### config.mk
export PLATFORM = sky130hd
export DESIGN_NAME = gcop_regfile
export DESIGN_NICKNAME = d
export VERILOG_FILES = /design/src/rtl/gcop_pkg.sv /design/src/rtl/gcop_ctrl.sv /design/src/rtl/gcop_dpath.sv /design/src/rtl/gcop_regfile.sv
export SDC_FILE = /design/constraint.sdc
export NUM_CORES = 2
export LEC_CHECK = 0
export ABC_AREA = 0
export BUFFER_PORTS_ARGS = -buffer_cell sky130_fd_sc_hd__buf_2
export CORE_AREA = 4 4 497 499
export DETAILED_ROUTE_END_ITERATION = 10
export DIE_AREA = 0 0 501 503
export HOLD_SLACK_MARGIN = 0.12
export PLACE_DENSITY_LB_ADDON = 0.3
export SLEW_MARGIN = 20
export SYNTH_ARGS = -nofsm -noshare
export SYNTH_HDL_FRONTEND = slang
export SYNTH_HIERARCHICAL = 1
export SYNTH_SLANG_ARGS = --single-unit
### constraint.sdc
create_clock -name clk -period 7.7 [get_ports clk]
set_input_delay 2.31 -clock clk [delete_from_list [all_inputs] [get_ports clk]]
set_output_delay 2.31 -clock clk [all_outputs]
set_load 0.005 [all_outputs]
### src/rtl/gcop_pkg.sv
package gcop_pkg;
  parameter int REG_W   = 32;
  parameter int FIELD_W = 5;
  localparam int IDX_W   = FIELD_W + 1;
  localparam int NUM_REG = 1 << IDX_W;
  localparam int HALF_W  = REG_W / 2;
  localparam int COL_W   = 5;
  localparam int COL_SH  = 7;
  localparam int CNT_W   = $clog2(REG_W + 1);

  localparam logic [IDX_W-1:0] IDX_Q0    = 6'd12;
  localparam logic [IDX_W-1:0] IDX_Q1    = 6'd13;
  localparam logic [IDX_W-1:0] IDX_Q2    = 6'd14;
  localparam logic [IDX_W-1:0] IDX_PUSH  = 6'd15;
  localparam logic [IDX_W-1:0] IDX_IRED  = 6'd9;
  localparam logic [IDX_W-1:0] IDX_IGRN  = 6'd10;
  localparam logic [IDX_W-1:0] IDX_IBLU  = 6'd11;
  localparam logic [IDX_W-1:0] IDX_COLOR = 6'd28;
  localparam logic [IDX_W-1:0] IDX_CSRC  = 6'd30;
  localparam logic [IDX_W-1:0] IDX_CRES  = 6'd31;
  localparam logic [IDX_W-1:0] IDX_FLAG  = 6'd63;
  localparam logic [REG_W-1:0] FLAG_MASK = 32'h7FFF_F000;

  typedef enum logic [1:0] {EXT_NONE, EXT_SIGN, EXT_ZERO} extKind_e;
  typedef enum logic [1:0] {RD_PLAIN, RD_MIRROR, RD_PACK} rdKind_e;

  typedef struct packed {
    logic             store;
    logic [IDX_W-1:0] idx;
    extKind_e         ext;
    logic             fifoPush;
    logic             colorExp;
    logic             flagWr;
    logic             cntUpd;
    rdKind_e          rdKind;
    logic [IDX_W-1:0] rdIdx;
  } strobe_t;

  function automatic logic [CNT_W-1:0] leadCount(input logic [REG_W-1:0] d);
    logic [CNT_W-1:0] cnt;
    logic done;
    cnt  = CNT_W'(1);
    done = 1'b0;
    for (int i = REG_W - 2; i >= 0; i--) begin
      if (!done && d[i] == d[REG_W-1]) cnt = cnt + CNT_W'(1);
      else done = 1'b1;
    end
    return cnt;
  endfunction

  function automatic logic [COL_W-1:0] clampComp(input logic [REG_W-1:0] r);
    logic signed [REG_W-1:0] q;
    q = $signed(r) >>> COL_SH;
    if (q < 0) return '0;
    else if (q > ((1 << COL_W) - 1)) return {COL_W{1'b1}};
    else return q[COL_W-1:0];
  endfunction

  function automatic logic [REG_W-1:0] expandComp(input logic [COL_W-1:0] c);
    return REG_W'(c) << COL_SH;
  endfunction
endpackage

### src/rtl/gcop_ctrl.sv
module gcop_ctrl
  import gcop_pkg::*;
(
  input  logic             wrEn,
  input  logic [IDX_W-1:0] wrIdx,
  input  logic [IDX_W-1:0] rdIdx,
  input  logic             rawAccess,
  output strobe_t          st
);
  logic signSel;
  logic zeroSel;

  always_comb begin
    case (wrIdx)
      6'd1, 6'd3, 6'd5, 6'd8, 6'd9, 6'd10, 6'd11,
      6'd36, 6'd44, 6'd52, 6'd58, 6'd59, 6'd61, 6'd62: signSel = 1'b1;
      default: signSel = 1'b0;
    endcase
    zeroSel = (wrIdx >= 6'd16) && (wrIdx <= 6'd19);
  end

  always_comb begin
    st          = '0;
    st.idx      = wrIdx;
    st.rdIdx    = rdIdx;
    st.ext      = EXT_NONE;
    st.rdKind   = RD_PLAIN;
    if (rawAccess) begin
      st.store = wrEn;
    end else begin
      st.store    = wrEn && (wrIdx != IDX_CRES);
      st.fifoPush = (wrIdx == IDX_PUSH);
      st.colorExp = (wrIdx == IDX_COLOR);
      st.flagWr   = (wrIdx == IDX_FLAG);
      st.cntUpd   = (wrIdx == IDX_CSRC);
      if (signSel) st.ext = EXT_SIGN;
      else if (zeroSel) st.ext = EXT_ZERO;
      if (rdIdx == IDX_PUSH) st.rdKind = RD_MIRROR;
      else if (rdIdx == IDX_COLOR) st.rdKind = RD_PACK;
    end
  end
endmodule

### src/rtl/gcop_dpath.sv
module gcop_dpath
  import gcop_pkg::*;
(
  input  logic                           clk,
  input  logic                           rstN,
  input  strobe_t                        st,
  input  logic [REG_W-1:0]               wrData,
  output logic [REG_W-1:0]               rdData,
  output logic [NUM_REG-1:0][REG_W-1:0]  regArr
);
  logic [NUM_REG-1:0][REG_W-1:0] regQ;
  logic [REG_W-1:0] shaped;
  logic [REG_W-1:0] flagVal;
  logic [REG_W-1:0] packVal;

  always_comb begin
    case (st.ext)
      EXT_SIGN: shaped = {{HALF_W{wrData[HALF_W-1]}}, wrData[HALF_W-1:0]};
      EXT_ZERO: shaped = {{HALF_W{1'b0}}, wrData[HALF_W-1:0]};
      default:  shaped = wrData;
    endcase
    flagVal     = wrData & FLAG_MASK;
    flagVal[31] = (|flagVal[30:23]) | (|flagVal[18:13]);
  end

  always_ff @(posedge clk or negedge rstN) begin
    if (!rstN) begin
      regQ <= '0;
    end else if (st.store) begin
      if (st.fifoPush) begin
        regQ[IDX_Q0] <= regQ[IDX_Q1];
        regQ[IDX_Q1] <= regQ[IDX_Q2];
        regQ[IDX_Q2] <= wrData;
      end else if (st.colorExp) begin
        regQ[IDX_COLOR] <= {{(REG_W-3*COL_W){1'b0}}, wrData[3*COL_W-1:0]};
        regQ[IDX_IRED]  <= expandComp(wrData[COL_W-1:0]);
        regQ[IDX_IGRN]  <= expandComp(wrData[2*COL_W-1:COL_W]);
        regQ[IDX_IBLU]  <= expandComp(wrData[3*COL_W-1:2*COL_W]);
      end else if (st.flagWr) begin
        regQ[IDX_FLAG] <= flagVal;
      end else begin
        regQ[st.idx] <= shaped;
        if (st.cntUpd) regQ[IDX_CRES] <= REG_W'(leadCount(wrData));
      end
    end
  end

  always_comb begin
    packVal = {{(REG_W-3*COL_W){1'b0}}, clampComp(regQ[IDX_IBLU]),
               clampComp(regQ[IDX_IGRN]), clampComp(regQ[IDX_IRED])};
    case (st.rdKind)
      RD_MIRROR: rdData = regQ[IDX_Q2];
      RD_PACK:   rdData = packVal;
      default:   rdData = regQ[st.rdIdx];
    endcase
  end

  assign regArr = regQ;
endmodule

### src/rtl/gcop_regfile.sv
module gcop_regfile
  import gcop_pkg::*;
(
  input  logic               clk,
  input  logic               rstN,
  input  logic               wrEn,
  input  logic               wrCtrl,
  input  logic [FIELD_W-1:0] wrField,
  input  logic [REG_W-1:0]   wrData,
  input  logic               rdCtrl,
  input  logic [FIELD_W-1:0] rdField,
  input  logic               rawAccess,
  output logic [REG_W-1:0]   rdData
);
  logic [IDX_W-1:0] wrIdx;
  logic [IDX_W-1:0] rdIdx;
  strobe_t          st;
  logic [NUM_REG-1:0][REG_W-1:0] regArr;

  assign wrIdx = {wrCtrl, wrField};
  assign rdIdx = {rdCtrl, rdField};

  gcop_ctrl i_ctrl (
    .wrEn(wrEn), .wrIdx(wrIdx), .rdIdx(rdIdx), .rawAccess(rawAccess), .st(st)
  );

  gcop_dpath i_dpath (
    .clk(clk), .rstN(rstN), .st(st), .wrData(wrData),
    .rdData(rdData), .regArr(regArr)
  );
endmodule

==> metrics.md <==
| Metric | Value |
|---|---|
| Number of flops mapped to enable cells by yosys | `0` |
| CTS tree | `built` |
| Initial Util | `0.3985` |
| Largest delay share family, worst path | `adder cells` |
| Full die area | `about 250000 um2` |
| Multi-input gate area | `43320 um2` |
| Antenna violations before repair | `20` |
| Area contributors post-synth | `dfrtp_1, mux4_2, mux2_2` |
| Largest net degree at the start of global routing | `roughly 180` |
| Unrepaired setup endpoints after global routing | `true` |
| Share of the synthesized area in the top cell type | `0.5302` |
| Avg Cell Area, Syn | `about 12 um2` |
| Slew HR | `0.2314` |
| Sum Neg Setup Slack | `-45.04 ns` |
| CTS hold repair buffers | `0` |
| # nets final | `roughly 7900` |
| Worst Tran Pin Value | `about 1.2 ns` |
| Slew Limit Fails | `0` |
| Rows | `approximately 180` |
| GRT overflow | `0` |
| Max cap viols | `0` |
| Failing checks | `negative setup slack` |
| Deepest clock path buffer count | `3` |
| Maximum VDD drop | `around 190 uV` |
| Total track usage | `0.2309` |
| Max reg flops | `2048` |
| Post-Syn Instances | `7772` |
| IO Pins | `80` |
| Final core utilization | `0.4605` |
| Clock sink total | `approximately 2000` |
| Ys async rst share | `1.000` |
| DRC | `0` |
| CP Data Arrival Time | `about 18 ns` |
| Worst flop-to-flop path startpoint | `i_dpath/regArr[997]` |
| Startpoint types | `input port` |
| Cell type with the largest total area after synthesis | `dfrtp_1` |
| Die width | `between 500 and 600 um` |
| Worst hold path cell count | `2` |
| Share of cells above drive strength 1 | `0.3459` |
| Buffers on Ports | `between 70 and 80` |
| Reg2reg end | `i_dpath/regArr[997]` |
| Via count | `~66000` |
| Clk_lat worst skew | `between 0.8 and 0.9 ns` |
| Hold path start | `i_dpath/regArr[213]` |
| Crit Path Max Fanout | `5` |
| Setup ws final | `-9.208 ns` |
| Routed Antenna Nets | `0` |
| First-pass GRT wire length | `442.4 mm` |
| Hold Fails Final Rpt | `0` |
| Max frequency | `just under 0.06 GHz` |
| Hold Path Class | `reg2reg` |
| Layout fillers | `around 21000` |
| Slowest CP cell | `a222oi_1` |
| Gp weighted congestion | `0.8765` |
| Clock transition at the registers of the reported paths | `0.06 ns` |
| Final setup fails | `5` |
| Kind of critical path | `in2reg` |
| Most used cell, CP | `ha_4` |
| Non-Filler Instances | `11240` |
| Reg2Reg Setup Slack | `6.79 ns` |
| Placed cell count | `approximately 11000` |
| Synth Cell Area | `slightly below 100000 um2` |
| Num CTS Buffers | `between 200 and 250` |
| Synthesized net count | `7855` |
| Crit end category | `register` |
| Period minus WS final | `16.91 ns` |
| Pwr dens | `approximately 260 nW/um2` |
| Synth Flop Type | `dfrtp_1` |
| Cell variety after synth | `just over 90` |
| Critical path buffers and inverters | `5` |
| Core area | `roughly 240000 um2` |
| Sink of the worst hold path | `i_dpath/regArr[213]` |
| Leak pwr | `49.10 nW` |
| Wire per inst | `around 26 um` |
| Status | `finished, violations left` |
| Pre-antenna DRT Iters | `5` |
| Area Overhead vs Synth | `15.56%` |
| Clk root buf | `clkbuf_16` |
| Max incr delay on CP | `between 0.3 and 0.4 ns` |
| Initial drt markers | `approximately 5900` |
| Vias per cell | `5.851` |
| Total wire length | `around 300 mm` |
| Final Skew | `about 0.010 ns` |
| Die height | `around 500 um` |
| DP HPWL | `186.8 mm` |
| Register bit total from synthesis | `2048` |
| Area taken by flip-flops and latches | `51250 um2` |
| Yosys Warn Count | `6` |
| R2R cell count | `2` |
| Vias in the first global route | `~67000` |
| Register area share after synthesis | `0.5302` |
| Tcrit/Tclk final | `2.196` |
| Crit path required time | `8.43 ns` |
| H-tree level count | `4` |
## through the flow
| stage | hold WS [ns] | total power [W] | instance area, um2 | setup slack [ns] |
|---|---|---|---|---|
| 3_5_place_dp | 0.4643 | 0.01826 | 104000 | -11.10 |
| 3_3_place_gp | 0.4559 | 0.01802 | 104000 | -10.92 |
| 6_report | 0.4760 | 0.02850 | 111700 | -9.208 |
| 5_1_grt | 0.4925 | 0.02972 | 111700 | -9.976 |
| 2_1_floorplan | 0.4445 | 0.01639 | 96790 | -10.66 |
| 4_1_cts | 0.4780 | 0.02865 | 111500 | -9.433 |
## timing repair
| action | CTS | global route |
|---|---|---|
| setup endpoints to repair | 5 | 11 |
| cloned | 0 | 0 |
| setup buffers | 20 | 6 |
| pin swaps | 37 | 33 |
| resized for setup | 61 | 30 |
| endpoints found under the hold margin | 0 | 0 |
## logic make-up (layout without fill, tap and decap cells)
| family | count (synthesis) | after routing | synth area share |
|---|---|---|---|
| other | 0 | 5 | 0 |
| flip-flops | 2048 | 2048 | 0.5302 |
| adder cells (fa/ha/maj) | 35 | 35 | 0.004530 |
| AND/OR/NAND/NOR | 1714 | 1714 | 0.07351 |
| AO/OA/AOI/OAI | 1477 | 1477 | 0.08537 |
| buffers and inverters | 815 | 1075 | 0.03240 |
| multiplexers | 1614 | 1614 | 0.2656 |
| XOR/XNOR | 69 | 69 | 0.008452 |
## how the worst max path moves through the flow
| stage | from | to | slack (ns) | depth (start not counted) |
|---|---|---|---|---|
| floorplan | wrData[31] | i_dpath/regArr[997] | -10.66 | 93 |
| global placement | wrData[29] | i_dpath/regArr[997] | -10.92 | 87 |
| detailed placement | wrData[29] | i_dpath/regArr[997] | -11.10 | 87 |
| CTS | wrData[29] | i_dpath/regArr[997] | -9.43 | 87 |
| global route | wrData[29] | i_dpath/regArr[997] | -9.98 | 89 |
| finish | wrData[29] | i_dpath/regArr[996] | -9.21 | 89 |
## worst min-delay path, stage by stage (launching register included)
cell and delay (ns):
dfrtp_1 0.34, nand2_1 0.05, o21ai_0 0.06
## power by group
group          switching (W)  internal (W)  total, W
combinational        0.00234       0.00246   0.00480
sequential          0.000931        0.0124    0.0134
clock                0.00441       0.00591    0.0103
total                0.00769        0.0208    0.0285
## cell type report
cell class | instances | area share
clock inverter | 65 | 0.007247
sequential | 2048 | 0.4588
multi-input combinational | 4909 | 0.3878
clock buffer | 318 | 0.05557
tap | 3202 | 0.03587
antenna | 5 | 0.0001120
inverter | 24 | 0.0008737
timing repair buffer | 668 | 0.05372
## layer usage
layer	vias to the layer above	routed length, um	global-route usage
li1	28280	-	-
met1	34810	124800	0.3212
met2	2207	140300	0.3783
met3	455	18170	0.03473
met4	8	8252	0.06598
met5	-	53	0
## cell usage after synthesis (7+ instances only)
| master | instances |
|---|---|
| dfrtp_1 | 2048 |
| mux2_2 | 924 |
| nor2_1 | 758 |
| a21oi_1 | 687 |
| mux4_2 | 668 |
| nand2_1 | 661 |
| clkbuf_1 | 620 |
| o21ai_0 | 529 |
| buf_1 | 149 |
| nand3_1 | 104 |
| a32oi_1 | 66 |
| a22o_1 | 35 |
| a22oi_1 | 35 |
| ha_1 | 35 |
| xnor2_1 | 35 |
| nor3_1 | 33 |
| inv_1 | 24 |
| o211ai_1 | 23 |
| mux2i_1 | 22 |
| nor4_1 | 22 |
| or3_1 | 21 |
| xor2_1 | 19 |
| and2_1 | 17 |
| a31oi_1 | 14 |
| buf_4 | 13 |
| nor2b_1 | 13 |
| nand4_1 | 12 |
| nand2b_1 | 11 |
| a21o_1 | 10 |
| and3_1 | 10 |
| o22ai_1 | 9 |
| nor3b_1 | 8 |
| or2_2 | 8 |
| buf_2 | 7 |
| or4_1 | 7 |
| xnor3_1 | 7 |
## cell usage in the layout (no fill, tap or decap), types with 86 or more instances in the layout
master	n
clkbuf_16	207
nand3_1	102
buf_4	502
a21oi_1	667
buf_12	86
nand2_1	631
o21ai_0	520
dfrtp_1	2048
mux2_2	918
nor2_1	715
mux4_2	668
(Power assumes the default switching activity.)
